**src/rtl/clause_pkg.sv**
```systemverilog
`timescale 1ns/1ps
package clause_pkg;
  localparam int OPS_W = 3;
  localparam int LIT_W = 2;
  localparam int IDX_W = 8;

  typedef struct packed {
    logic [OPS_W-1:0] ops;
    logic [LIT_W-1:0] lits;
    logic             err;
    logic             first;
    logic             last;
    logic [IDX_W-1:0] idx;
  } slot_t;
endpackage

```
**src/rtl/clause_budget.sv**
```systemverilog
`timescale 1ns/1ps
module clause_budget
  import clause_pkg::*;
#(
  parameter int MAX_SLOTS = 32,
  parameter int MAX_WORDS = 128,
  parameter int MAX_OPS   = 5,
  parameter int MAX_LITS  = 2
) (
  input  logic             clk,
  input  logic             rst,
  input  logic             take,
  input  logic [OPS_W-1:0] in_ops,
  input  logic [LIT_W-1:0] in_lits,
  input  logic             in_end,
  output slot_t            s_slot,
  output logic             close_prev
);
  localparam int SC_W  = $clog2(MAX_SLOTS + 1);
  localparam int WC_W  = $clog2(MAX_WORDS + 1);
  localparam int SUM_W = WC_W + 1;

  logic             open;
  logic [SC_W-1:0]  cnt_s;
  logic [WC_W-1:0]  cnt_w;
  logic [IDX_W-1:0] cur_idx;

  logic [SUM_W-1:0] slot_w, sum_w, nxt_w;
  logic [SC_W-1:0]  nxt_s;
  logic             fits, first, close_now;

  // Fit test of the incoming slot against the open clause.
  always_comb begin
    slot_w     = SUM_W'(in_ops) + SUM_W'(in_lits);
    sum_w      = SUM_W'(cnt_w) + slot_w;
    fits       = (cnt_s < SC_W'(MAX_SLOTS)) && (sum_w <= SUM_W'(MAX_WORDS));
    close_prev = open && !fits;
    first      = !open || !fits;
    nxt_s      = (first ? '0 : cnt_s) + SC_W'(1);
    nxt_w      = (first ? '0 : SUM_W'(cnt_w)) + slot_w;
    close_now  = in_end || (nxt_s == SC_W'(MAX_SLOTS)) ||
                 (nxt_w >= SUM_W'(MAX_WORDS));

    s_slot.ops   = in_ops;
    s_slot.lits  = in_lits;
    s_slot.err   = (in_ops > OPS_W'(MAX_OPS)) || (in_lits > LIT_W'(MAX_LITS));
    s_slot.first = first;
    s_slot.last  = close_now;
    s_slot.idx   = close_prev ? cur_idx + IDX_W'(1) : cur_idx;
  end

  always_ff @(posedge clk) begin
    if (rst) begin
      open    <= 1'b0;
      cnt_s   <= '0;
      cnt_w   <= '0;
      cur_idx <= '0;
    end else if (take) begin
      open    <= !close_now;
      cnt_s   <= close_now ? '0 : nxt_s;
      cnt_w   <= close_now ? '0 : WC_W'(nxt_w);
      cur_idx <= close_now ? s_slot.idx + IDX_W'(1) : s_slot.idx;
    end
  end

  AST_SLOT_CAP: assert property (@(posedge clk) disable iff (rst)
    open |-> (cnt_s < SC_W'(MAX_SLOTS)));
  AST_WORD_CAP: assert property (@(posedge clk) disable iff (rst)
    open |-> (cnt_w < WC_W'(MAX_WORDS)));
  AST_PROG_END_CLEARS: assert property (@(posedge clk) disable iff (rst)
    (take && in_end) |=> (!open && cnt_s == '0 && cnt_w == '0));
  AST_IDX_ADVANCE: assert property (@(posedge clk) disable iff (rst)
    (take && s_slot.last) |=> (cur_idx == $past(s_slot.idx) + IDX_W'(1)));
endmodule

```
**src/rtl/slot_hold.sv**
```systemverilog
`timescale 1ns/1ps
module slot_hold
  import clause_pkg::*;
(
  input  logic  clk,
  input  logic  rst,
  input  logic  in_valid,
  output logic  in_ready,
  output logic  take,
  input  slot_t new_slot,
  input  logic  close_prev,
  input  logic  o_free,
  output logic  move,
  output slot_t mv_slot
);
  logic  hv;
  slot_t held;

  assign in_ready = !hv || o_free;
  assign take     = in_valid && in_ready;
  // A held slot leaves once its end is decided: already closed, or a new slot arrives.
  assign move     = hv && (held.last || take) && o_free;

  always_comb begin
    mv_slot      = held;
    mv_slot.last = held.last | (take & close_prev);
  end

  always_ff @(posedge clk) begin
    if (rst) begin
      hv   <= 1'b0;
      held <= '0;
    end else if (take) begin
      hv   <= 1'b1;
      held <= new_slot;
    end else if (move) begin
      hv   <= 1'b0;
    end
  end

  AST_HOLD_KEEPS: assert property (@(posedge clk) disable iff (rst)
    (hv && !move) |=> (hv && $stable(held)));
  AST_NO_SPLIT: assert property (@(posedge clk) disable iff (rst)
    (take && hv) |-> move);
endmodule

```
**src/rtl/slot_out_stage.sv**
```systemverilog
`timescale 1ns/1ps
module slot_out_stage
  import clause_pkg::*;
(
  input  logic  clk,
  input  logic  rst,
  input  logic  move,
  input  slot_t mv_slot,
  input  logic  out_ready,
  output logic  o_free,
  output logic  out_valid,
  output slot_t out_slot
);
  assign o_free = !out_valid || out_ready;

  always_ff @(posedge clk) begin
    if (rst) begin
      out_valid <= 1'b0;
      out_slot  <= '0;
    end else if (move) begin
      out_valid <= 1'b1;
      out_slot  <= mv_slot;
    end else if (out_ready) begin
      out_valid <= 1'b0;
    end
  end

  // History of the last forwarded slot, used only by the checks below.
  logic             seen, prev_last;
  logic [IDX_W-1:0] prev_idx;
  always_ff @(posedge clk) begin
    if (rst) begin
      seen      <= 1'b0;
      prev_last <= 1'b0;
      prev_idx  <= '0;
    end else if (move) begin
      seen      <= 1'b1;
      prev_last <= mv_slot.last;
      prev_idx  <= mv_slot.idx;
    end
  end

  AST_RESET_IDLE: assert property (@(posedge clk) disable iff (rst)
    $past(rst) |-> !out_valid);
  AST_OUT_STABLE: assert property (@(posedge clk) disable iff (rst)
    (out_valid && !out_ready) |=> (out_valid && $stable(out_slot)));
  AST_FIRST_AFTER_LAST: assert property (@(posedge clk) disable iff (rst)
    (move && seen) |-> (mv_slot.first == prev_last));
  AST_IDX_SAME: assert property (@(posedge clk) disable iff (rst)
    (move && seen && !prev_last) |-> (mv_slot.idx == prev_idx));
  AST_IDX_STEP: assert property (@(posedge clk) disable iff (rst)
    (move && seen && prev_last) |-> (mv_slot.idx == prev_idx + IDX_W'(1)));
endmodule

```
**src/rtl/clause_former.sv**
```systemverilog
`timescale 1ns/1ps
module clause_former
  import clause_pkg::*;
#(
  parameter int MAX_SLOTS = 32,
  parameter int MAX_WORDS = 128,
  parameter int MAX_OPS   = 5,
  parameter int MAX_LITS  = 2
) (
  input  logic             clk,
  input  logic             rst,
  input  logic             in_valid,
  output logic             in_ready,
  input  logic [OPS_W-1:0] in_ops,
  input  logic [LIT_W-1:0] in_lits,
  input  logic             in_prog_end,
  output logic             out_valid,
  input  logic             out_ready,
  output logic [OPS_W-1:0] out_ops,
  output logic [LIT_W-1:0] out_lits,
  output logic             out_first,
  output logic             out_last,
  output logic [IDX_W-1:0] out_idx,
  output logic             out_err
);
  logic  take, close_prev, move, o_free;
  slot_t new_slot, mv_slot, out_slot;

  clause_budget #(
    .MAX_SLOTS(MAX_SLOTS), .MAX_WORDS(MAX_WORDS),
    .MAX_OPS(MAX_OPS), .MAX_LITS(MAX_LITS)
  ) u_budget (
    .clk(clk), .rst(rst), .take(take),
    .in_ops(in_ops), .in_lits(in_lits), .in_end(in_prog_end),
    .s_slot(new_slot), .close_prev(close_prev)
  );

  slot_hold u_hold (
    .clk(clk), .rst(rst), .in_valid(in_valid), .in_ready(in_ready),
    .take(take), .new_slot(new_slot), .close_prev(close_prev),
    .o_free(o_free), .move(move), .mv_slot(mv_slot)
  );

  slot_out_stage u_out (
    .clk(clk), .rst(rst), .move(move), .mv_slot(mv_slot),
    .out_ready(out_ready), .o_free(o_free),
    .out_valid(out_valid), .out_slot(out_slot)
  );

  assign out_ops   = out_slot.ops;
  assign out_lits  = out_slot.lits;
  assign out_first = out_slot.first;
  assign out_last  = out_slot.last;
  assign out_idx   = out_slot.idx;
  assign out_err   = out_slot.err;

  AST_ERR_MARK: assert property (@(posedge clk) disable iff (rst)
    out_valid |-> (out_err == ((out_ops > OPS_W'(MAX_OPS)) ||
                               (out_lits > LIT_W'(MAX_LITS)))));
endmodule

```
**config.mk**
```make
export PLATFORM = sky130hd
export DESIGN_NAME = clause_former
export DESIGN_NICKNAME = d
export VERILOG_FILES = /design/src/rtl/clause_pkg.sv /design/src/rtl/clause_budget.sv /design/src/rtl/slot_hold.sv /design/src/rtl/slot_out_stage.sv /design/src/rtl/clause_former.sv
export SDC_FILE = /design/constraint.sdc
export NUM_CORES = 1
export LEC_CHECK = 0
export ABC_CLOCK_PERIOD_IN_PS = 10400
export BUFFER_PORTS_ARGS = -buffer_cell sky130_fd_sc_hd__buf_2
export CELL_PAD_IN_SITES_DETAIL_PLACEMENT = 0
export CELL_PAD_IN_SITES_GLOBAL_PLACEMENT = 2
export CORE_UTILIZATION = 40
export CTS_BUF_LIST = sky130_fd_sc_hd__clkbuf_16
export CTS_CLUSTER_SIZE = 8
export DETAILED_ROUTE_END_ITERATION = 6
export PLACE_DENSITY = 0.86
export SLEW_MARGIN = 15
export SYNTH_ARGS = -nofsm -noshare
export SYNTH_HDL_FRONTEND = slang
export SYNTH_HIERARCHICAL = 1
export SYNTH_SLANG_ARGS = --single-unit
```
**constraint.sdc**
```tcl
create_clock -name clk -period 10.4 [get_ports clk]
set_input_delay 1.56 -clock clk [delete_from_list [all_inputs] [get_ports clk]]
set_output_delay 1.56 -clock clk [all_outputs]
set_load 0.05 [all_outputs]
```
After elaboration in Yosys (flattened, before gate mapping)
Cells that the tools add are included.
- bits of input ports: 10
- flip-flop bits (word level): 57
- logic and storage cells: 61
- output and inout port bits: 18
- reduce and logical (&&, ||, !) cells: 19
- equality and inequality tests: 1
- multiplexer cells: 10
- $add $sub $neg: 6
- bitwise logic cells: 2
- $lt $le $gt $ge: 5
- operators with widths (cell ; number):
    $mux 8 ; 4
    $add 8x1->8 const B ; 2
    $mux 6 ; 2
    $add 8x9->9 ; 1
    $add 9x9->9 ; 1
    $ge 9x8->1 const B ; 1
    $le 9x8->1 const B ; 1
    $logic_or 1x1->1 ; 7
    $add 6x1->6 const B ; 1
    $eq 6x6->1 const B ; 1
    $lt 6x6->1 const B ; 1
    $logic_and 1x1->1 ; 5
    $logic_not 1->1 ; 5
    $add 3x2->4 ; 1
    $mux 1 ; 4
    $reduce_bool 2->1 ; 2
    $gt 3x3->1 const B ; 1
    $gt 2x2->1 const B ; 1
    $and 1x1->1 ; 1
    $or 1x1->1 ; 1

Depth between registers and ports, before layout
Gate-level depths: netlist of run 1.
- depth in word-level cells: 12
- depth in mapped cells: 21
- gate-level depth less buffers: 21

By module
The synthesis of run 1 kept the hierarchy.
- modules (own cells, without submodules) (module ; times used ; sequential area each (µm²) ; area each (µm²) ; cells each):
    clause_budget ; 1 ; 460.4 ; 2130.8 ; 266
    slot_hold ; 1 ; 340.3 ; 919.6 ; 96
    slot_out_stage ; 1 ; 340.3 ; 616.8 ; 56

Worst setup path before layout of run 1
No wires, ideal clock.
- path type: input to register
- start point: in in_ops[0]
- end point: reg u_budget.cur_idx[2]
- required time: 10.279 ns
- data arrival time: 6.300 ns
- setup time: 0.121 ns
- buffers on the path: 1
- cell stages on the path: 20
- path slack: 3.980 ns
- path through: ha_1 fa_1 inv_1 fa_1 nand3b_4 and3_1 nor3_1 o22ai_4 clkbuf_1 and3_1 ha_1 fa_1 a21o_1 a21oi_1 o2111a_1 o21ai_0 a31oi_4 nor3b_1 o21ai_0 mux2_2
- cells in the longest elaborated chain, start to end: 12
- elaborated cells on any way between the ends: 18
- those cells by class: add/sub: 5; order compare: 2; eq/ne: 1; mux: 4; reduce/logical: 6
- RTL lines (item ; RTL line ; RTL):
    start: declaration ; clause_former.sv:14 ; input logic [OPS_W-1:0] in_ops,
    $add 3x2->4 (*) ; clause_budget.sv:34 ; slot_w = SUM_W'(in_ops) + SUM_W'(in_lits);
    parallel branches: the longest is 10 deep, another holds $add 8x9->9 ; n/a ;
    $mux 8 (*) ; clause_budget.sv:62 ; cur_idx <= close_now ? s_slot.idx + IDX_W'(1) : s_slot.idx;
    end signal: assignment ; clause_budget.sv:62 ;
    end: declaration ; clause_budget.sv:26 ; logic [IDX_W-1:0] cur_idx;
Mark *: on every way between the ends.
A chain may end at the register's enable or synchronous reset.

==> summary.txt, run 1 <==
Outcome
  – Status: finished, violations left
  – Violated checks: DRC

Floorplanning
  – IO Pins: 28
  – # rows: 34
  – Die ar.: 9560 um^2
  – Core Area: 8810 um^2
  – Die height: 97.8 um
  – Die Width: 97.8 um
  – Initial Utilization: 41.6%

GRT
  – Initial antenna violation count: 0
  – Number of global-route vias before repair: 2,719
  – Global route total overflow: 0
  – Largest net degree at the start of global routing: 76
  – First-pass GRT wire length: 13,400 um
  – Tot GR Track Use: 17.2%

Route
  – Initial DRC count: 155
  – Total wire length: 8000 um
  – First-pass DRT Iterations: 6
  – Vias: 2,918
  – DR WL/cell: 15.2 um
  – Routed vias/inst: 5.56
  – Final ANT Viol Nets: 0
  – Residual DRC: 7

Job
  – Max-cap violations: 0

Power and ir drop
  – Reg power frac: 38.2%
  – P_int: 455 uW
  – Clock power frac: 51.4%
  – Comb power frac: 10.3%
  – Sw frac: 24.1%
  – Cell Pwr Density: 152 nW/um^2
  – P_leak: 1.55 nW
  – NetSw: 145 uW
  – VDD IR max: 90.9 uV

Setup path
  – Top delay family on crit path: compound AO/OA/AOI/OAI gates
  – Worst path cell trace: buf_2 -> ha_1 -> fa_1 -> inv_1 -> fa_1 -> nor3b_1 -> nand4_1 -> a211o_1 -> o22ai_4 -> and2_1 -> inv_1 -> nor2_1 -> ha_1 -> a211oi_1 -> o21bai_1 -> o2111a_1 -> o21ai_0 -> a31oi_4 -> a211o_1 -> o21ai_0 -> mux2_2
  – Critical Path Start Type: primary input
  – Critical path capture point type: flip-flop
  – Worst Path Buf+Inv: 3
  – Largest stage delay, worst path: 0.61 ns
  – CP Class: primary input to flip-flop
  – Critical path fanouts, max: 18
  – CP Data Arrival Time: 7.29 ns
  – Required time worst endpoint: 10.61 ns
  – Critical-path top delay cell: fa_1
  – Worst R2R Setup Slack: 5.01 ns

Synth
  – EDFF count, synth: 0
  – FF+latch count, synth: 57
  – Synth warn: 6
  – Syn Inst Count: 418
  – Sequential fraction of the synthesis area: 31.1%
  – Netlist Area Pre-Place: 3670 um^2
  – Post-synth top flop: dfxtp_1
  – Number of library cell types mapped by synthesis: 67
  – Post-Syn Nets: 446
  – Synthesized area per cell: 8.77 um^2
  – Fraction of registers with async set/reset: 0%

Clock network
  – CTS Root Cell: clkbuf_16
  – PostCTS Resize Cnt: 0
  – CTS Sinks: 57
  – Clk pin slew, worst setup/hold paths: 0.05 ns
  – Cts bufs inserted: 9
  – Hold_buf cts: 0
  – CTS Buffer Depth: 2
  – Setup Fix Bufs, Post-CTS: 0
  – Clock Latency Late Sink: 0.32 ns
  – CTS tree: yes
  – Htree depth: 3

Timing
  – Fmax: 0.141 GHz
  – RSZ-0062 raised after global routing: no
  – Setup ws final: 3.31 ns
  – Fin crit period: 7.09 ns
  – Max Clock Skew: 0.00565 ns
  – Worst Tran Pin Value: 0.834 ns
  – Final Hold Vio Count: 0
  – Setup violators final: 0
  – Slew Limit Fails: 0
  – Setup TNS: 0 ns
  – Period utilization: 68.1%
  – Slew HR: 44.4%

Finish
  – # fillers: 884
  – Layout overhead on the synthesized area: 7.40%
  – Layout Nets: 440
  – Most frequent cells in the layout: 57 x dfxtp_1, 38 x nor2_1, 27 x buf_2, 23 x nand2b_1, 21 x a21oi_1
  – Finished layout cell area: 3940 um^2
  – Core Util, Final: 44.7%
  – Commonest non-fill, non-tap cell in the layout: dfxtp_1
  – Share of cells above drive strength 1: 14.9%
  – Diode count: 0

Placed design
  – Pre-CTS WS: 3.02 ns
  – Area post-placement: 3630 um^2
  – Final Wtd Congestion: 0.837
  – IO Port Bufs: 27
  – Dpl hpwl: 5460 um

Worst hold path
  – Type of the worst min-delay path: flip-flop to flip-flop
-- state kept, by name, summed over array words and instances, names as in the netlist --
register          cells
u_out/out_slot       16
u_hold/mv_slot       15
u_budget/cnt_w        8
u_budget/cur_idx      8
u_budget/cnt_s        6
u_budget/open         1
u_hold/held           1
u_hold/hv             1
u_out/out_valid       1
-- stage by stage --
stage | power [mW] | hold slack [ns] | instances
CTS | 0.606 | 0.466 | 525
global placement | 0.295 | 0.461 | 509
finish | 0.599 | 0.466 | 525
detailed placement | 0.295 | 0.454 | 509
global route | 0.623 | 0.495 | 525
floorplan | 0.288 | 0.434 | 418
-- per-layer routing --
metal	wire length [um]	GRT usage (%)	share of wire (%)
met1	3930	23.4	49
met2	3670	27.1	46
met3	329	3.72	4.1
met4	72	5.71	0.90
met5	0	0	0
-- synth_stat cells, drive strengths merged, types with 2 or more instances --
library cell | n | share of area [%]
or3 | 3 | 0.51
nand2 | 17 | 1.7
nor3b | 4 | 0.82
a21oi | 22 | 3.1
and2 | 4 | 0.75
a211o | 5 | 1.2
a32oi | 2 | 0.48
o2111ai | 2 | 0.48
a22oi | 3 | 0.61
a21o | 5 | 1.0
nand4b | 16 | 3.8
o21ai | 26 | 4.5
nand3 | 15 | 2.0
nor3 | 5 | 0.68
nor2b | 2 | 0.34
mux2 | 3 | 0.92
inv | 16 | 1.6
nand2b | 23 | 3.9
and3 | 9 | 1.5
nor4 | 3 | 0.51
a211oi | 8 | 1.8
xor2 | 5 | 1.2
ha | 15 | 5.1
clkbuf | 11 | 1.1
xnor2 | 7 | 1.7
dfxtp | 57 | 31
mux2i | 19 | 5.2
o31a | 2 | 0.48
nor2 | 38 | 3.9
nand4 | 5 | 0.85
nand3b | 3 | 0.96
buf | 34 | 7.5
or2 | 2 | 0.34
o31ai | 3 | 0.61
o22ai | 2 | 0.72
fa | 3 | 1.6
-- tightest hold or removal path: stages, from the launching register on --
cell,delay (ns)
dfxtp_1,0.31
nand2_1,0.05
o31ai_1,0.05
-- final cells by class --
| cell class | instances | area, um^2 | area share [%] |
|---|---|---|---|
| well taps | 108 | 135 | 3.43 |
| inverters | 16 | 60.1 | 1.52 |
| repair buffers | 28 | 143 | 3.62 |
| clock buffers | 9 | 225 | 5.72 |
| multi-input cells | 300 | 2150 | 54.6 |
| clock inverters | 7 | 85.1 | 2.16 |
| flip-flops and latches | 57 | 1140 | 29.0 |
-- path summary, 6_finish.rpt --
check | from | to | cells after the start
setup / recovery | in_lits[0] | u_budget/cur_idx[6]$_SDFFE_PP0P_ | 21
hold / removal | u_budget/cur_idx[7]$_SDFFE_PP0P_ | u_budget/cur_idx[7]$_SDFFE_PP0P_ | 2
setup reg to reg | u_budget/cnt_w[0]$_SDFFE_PP0P_ | u_budget/cur_idx[6]$_SDFFE_PP0P_ | 19
hold reg to reg | u_budget/cur_idx[7]$_SDFFE_PP0P_ | u_budget/cur_idx[7]$_SDFFE_PP0P_ | 2
-- cells by family (layout without fill, tap and decap cells) --
kind of cell,count (synthesis),after routing,synth area share (%)
fa+ha+maj,18,18,6.76
compound gates,96,96,19.4
buf+inv,61,60,10.3
flops,57,57,31.1
mux,22,22,6.11
simple gates,152,152,23.4
xor+xnor,12,12,2.87
-- power groups by stage --
| stage | clock network [mW] | logic [mW] | registers, mW |
|---|---|---|---|
| floorplan | 0 | 0.0525 | 0.235 |
| global placement | 0 | 0.0615 | 0.233 |
| detailed placement | 0 | 0.0619 | 0.233 |
| CTS | 0.315 | 0.0623 | 0.229 |
| global route | 0.324 | 0.0692 | 0.230 |
| finish | 0.308 | 0.0620 | 0.229 |
(Power assumes the default switching activity.)
==> inputs of run 2 (changes only) <==
--- a/config.mk
+++ b/config.mk
@@ -5,15 +5,15 @@
 export SDC_FILE = /design/constraint.sdc
 export NUM_CORES = 1
 export LEC_CHECK = 0
-export ABC_CLOCK_PERIOD_IN_PS = 10400
+export ABC_CLOCK_PERIOD_IN_PS = 6950
 export BUFFER_PORTS_ARGS = -buffer_cell sky130_fd_sc_hd__buf_2
 export CELL_PAD_IN_SITES_DETAIL_PLACEMENT = 0
 export CELL_PAD_IN_SITES_GLOBAL_PLACEMENT = 2
-export CORE_UTILIZATION = 40
+export CORE_UTILIZATION = 37
 export CTS_BUF_LIST = sky130_fd_sc_hd__clkbuf_16
 export CTS_CLUSTER_SIZE = 8
 export DETAILED_ROUTE_END_ITERATION = 6
-export PLACE_DENSITY = 0.86
+export PLACE_DENSITY = 0.8
 export SLEW_MARGIN = 15
 export SYNTH_ARGS = -nofsm -noshare
 export SYNTH_HDL_FRONTEND = slang
==> constraint.sdc (replaced) <==
create_clock -name clk -period 6.95 [get_ports clk]
set_input_delay 1.0425 -clock clk [delete_from_list [all_inputs] [get_ports clk]]
set_output_delay 1.0425 -clock clk [all_outputs]
set_load 0.05 [all_outputs]
==> run 2 against run 1 <==
Net effect: the run now ends clean; sequential power rose by 49%; final cell count rose by 4.6%; clock power rose by 26%; sequential cell count did not move; register-to-register slack got worse by 3.2 ns; global-route usage rose by 0.63 points; setup slack got worse by 2.7 ns; first-iteration DRC count fell by 1.9%; via count rose by 1.6%; core utilization fell by 2.9 points; critical endpoint unchanged.
==> summary.txt, run 2 (same netlist as run 1, synthesis figures left out) <==
Power and ir drop
  – Sw frac: 26.4% (+2.3 points)
  – P_leak: 1.54 nW (-0.70%)
  – VDD IR max: 108 uV (+19%)
  – NetSw: 218 uW (+51%)
  – Clock power frac: 47.0% (-4.4 points)
  – Reg power frac: 41.5% (+3.3 points)
  – Cell Pwr Density: 210 nW/um^2 (+38%)
  – P_int: 608 uW (+34%)
  – Comb power frac: 11.5% (+1.2 points)

Worst hold path
  – Type of the worst min-delay path: flip-flop to flip-flop

Floorplanning
  – IO Pins: 28 (unchanged)
  – Die Width: 102 um (+3.9%)
  – Die ar.: 10,300 um^2 (+7.9%)
  – Core Area: 9420 um^2 (+6.9%)
  – Initial Utilization: 39.0% (-2.7 points)
  – # rows: 35 (+2.9%)
  – Die height: 102 um (+3.9%)

Timing
  – RSZ-0062 raised after global routing: no
  – Setup violators final: 0 (unchanged)
  – Final Hold Vio Count: 0 (unchanged)
  – Setup TNS: 0 ns (unchanged)
  – Fin crit period: 6.31 ns
  – Slew Limit Fails: 0 (unchanged)
  – Period utilization: 90.8%
  – Fmax: 0.158 GHz
  – Max Clock Skew: 0.00655 ns (+0.000900 ns)
  – Worst Tran Pin Value: 0.859 ns (+0.0253 ns)
  – Slew HR: 42.7% (-1.7 points)

GRT
  – Number of global-route vias before repair: 2,929 (+7.7%)
  – Tot GR Track Use: 17.8% (+0.63 points)
  – Initial antenna violation count: 0 (unchanged)
  – First-pass GRT wire length: 14,500 um (+8.5%)
  – Global route total overflow: 0 (unchanged)
  – Largest net degree at the start of global routing: 76 (unchanged)

Finish
  – Commonest non-fill, non-tap cell in the layout: dfxtp_1
  – Diode count: 0 (unchanged)
  – Max reg flops: 16 (unchanged)
  – Share of cells above drive strength 1: 16.0% (+1.1 points)
  – Finished layout cell area: 3940 um^2 (about the same)
  – Largest register by flop count: u_out/out_slot
  – # fillers: 973 (+10%)
  – Layout Nets: 443 (+0.68%)
  – Most frequent cells in the layout: 57 x dfxtp_1, 38 x nor2_1, 27 x buf_2, 23 x nand2b_1, 21 x a21oi_1
  – Multi-input logic area: 2150 um^2 (unchanged)
  – Layout overhead on the synthesized area: 7.47% (about the same)
  – Register area: 1140 um^2 (unchanged)

Clock network
  – PostCTS Resize Cnt: 0 (unchanged)
  – Htree depth: 3 (unchanged)
  – Setup Fix Bufs, Post-CTS: 0 (unchanged)
  – CTS Root Cell: clkbuf_16
  – Cts bufs inserted: 9 (unchanged)
  – CTS tree: yes
  – Hold_buf cts: 0 (unchanged)
  – Clock Latency Late Sink: 0.31 ns (about the same)
  – CTS Buffer Depth: 2 (unchanged)
  – CTS Sinks: 57 (unchanged)
  – Clk pin slew, worst setup/hold paths: 0.05 ns (about the same)

Setup path
  – CP Data Arrival Time: 6.51 ns (-0.78 ns)
  – CP Class: primary input to flip-flop
  – Critical path fanouts, max: 12 (-6)
  – Required time worst endpoint: 7.15 ns (-3.46 ns)
  – Critical Path Start Type: primary input
  – Critical path capture point type: flip-flop

Route
  – Residual DRC: 0 (-7)
  – Final ANT Viol Nets: 0 (unchanged)
  – Routed vias/inst: 5.40 (-2.8%)
  – Initial DRC count: 152 (-1.9%)
  – DR WL/cell: 15.4 um (+1.3%)
  – Vias: 2,966 (+1.6%)
  – Total wire length: 8480 um (+6.0%)
  – First-pass DRT Iterations: 4 (-2)

Job
  – Max-cap violations: 0 (unchanged)

Placed design
  – IO Port Bufs: 27 (unchanged)
  – Area post-placement: 3680 um^2 (+1.3%)
  – Dpl hpwl: 5800 um (+6.1%)
  – Final Wtd Congestion: 0.789 (-5.7%)

Outcome
  – Status: completed
run 2: worst max-delay path, cell delays in order:
cell and delay (ns):
buf_2 0.11, ha_1 0.22, fa_1 0.61, inv_1 0.09, fa_1 0.53, nor3b_1 0.21, nand4_1 0.18, a211o_1 0.38
o22ai_4 0.28, and2_1 0.26, inv_1 0.11, nor2_1 0.18, ha_1 0.28, a211oi_1 0.30, o21bai_1 0.17, o2111a_1 0.14
o21ai_0 0.28, a31oi_4 0.23, a211o_1 0.37, o21ai_0 0.20, mux2_2 0.35
run 2: worst paths after layout:
check	start	to	slack (ns)	depth (start not counted)
setup / recovery	in_ops[0]	u_budget/cur_idx[6]$_SDFFE_PP0P_	0.64	21
hold reg to reg	u_budget/cur_idx[7]$_SDFFE_PP0P_	u_budget/cur_idx[7]$_SDFFE_PP0P_	0.47	2
hold / removal	u_budget/cur_idx[7]$_SDFFE_PP0P_	u_budget/cur_idx[7]$_SDFFE_PP0P_	0.47	2
setup reg to reg	u_budget/cnt_w[0]$_SDFFE_PP0P_	u_budget/cur_idx[6]$_SDFFE_PP0P_	1.83	19
run 2: metal layers:
metal | wire [um] | up-vias | GRT usage, %
met4 | 103 | 0 | 5.46
li1 | - | 1488 | -
met5 | 0 | - | 0
met2 | 4000 | 53 | 29.4
met3 | 255 | 11 | 3.73
met1 | 4110 | 1414 | 23.4
run 2: layout make-up:
| type | count | area share (%) |
|---|---|---|
| clock buffers | 9 | 5.71 |
| clock inverters | 7 | 0.984 |
| inverters | 16 | 1.52 |
| multi-input cells | 300 | 54.5 |
| flip-flops and latches | 57 | 29.0 |
| well taps | 129 | 4.10 |
| repair buffers | 31 | 4.19 |
run 2: power groups by stage:
stage	clock network (mW)	logic, mW	registers, mW
global placement	0	0.0942	0.349
CTS	0.397	0.0954	0.342
detailed placement	0	0.0949	0.349
finish	0.388	0.0952	0.342
global route	0.416	0.105	0.344
floorplan	0	0.0786	0.352
run 2: through the flow:
stage	power (mW)	hold WS (ns)	util, %	setup slack [ns]	std cells
final	0.826	0.472	41.9	0.640	549
after global routing	0.865	0.496	41.9	0.155	549
after CTS	0.835	0.473	41.9	0.648	549
after detailed placement	0.444	0.465	39.1	0.334	533
after global placement	0.443	0.461	39.1	0.507	533
after floorplan	0.431	0.434	-	1.05	418
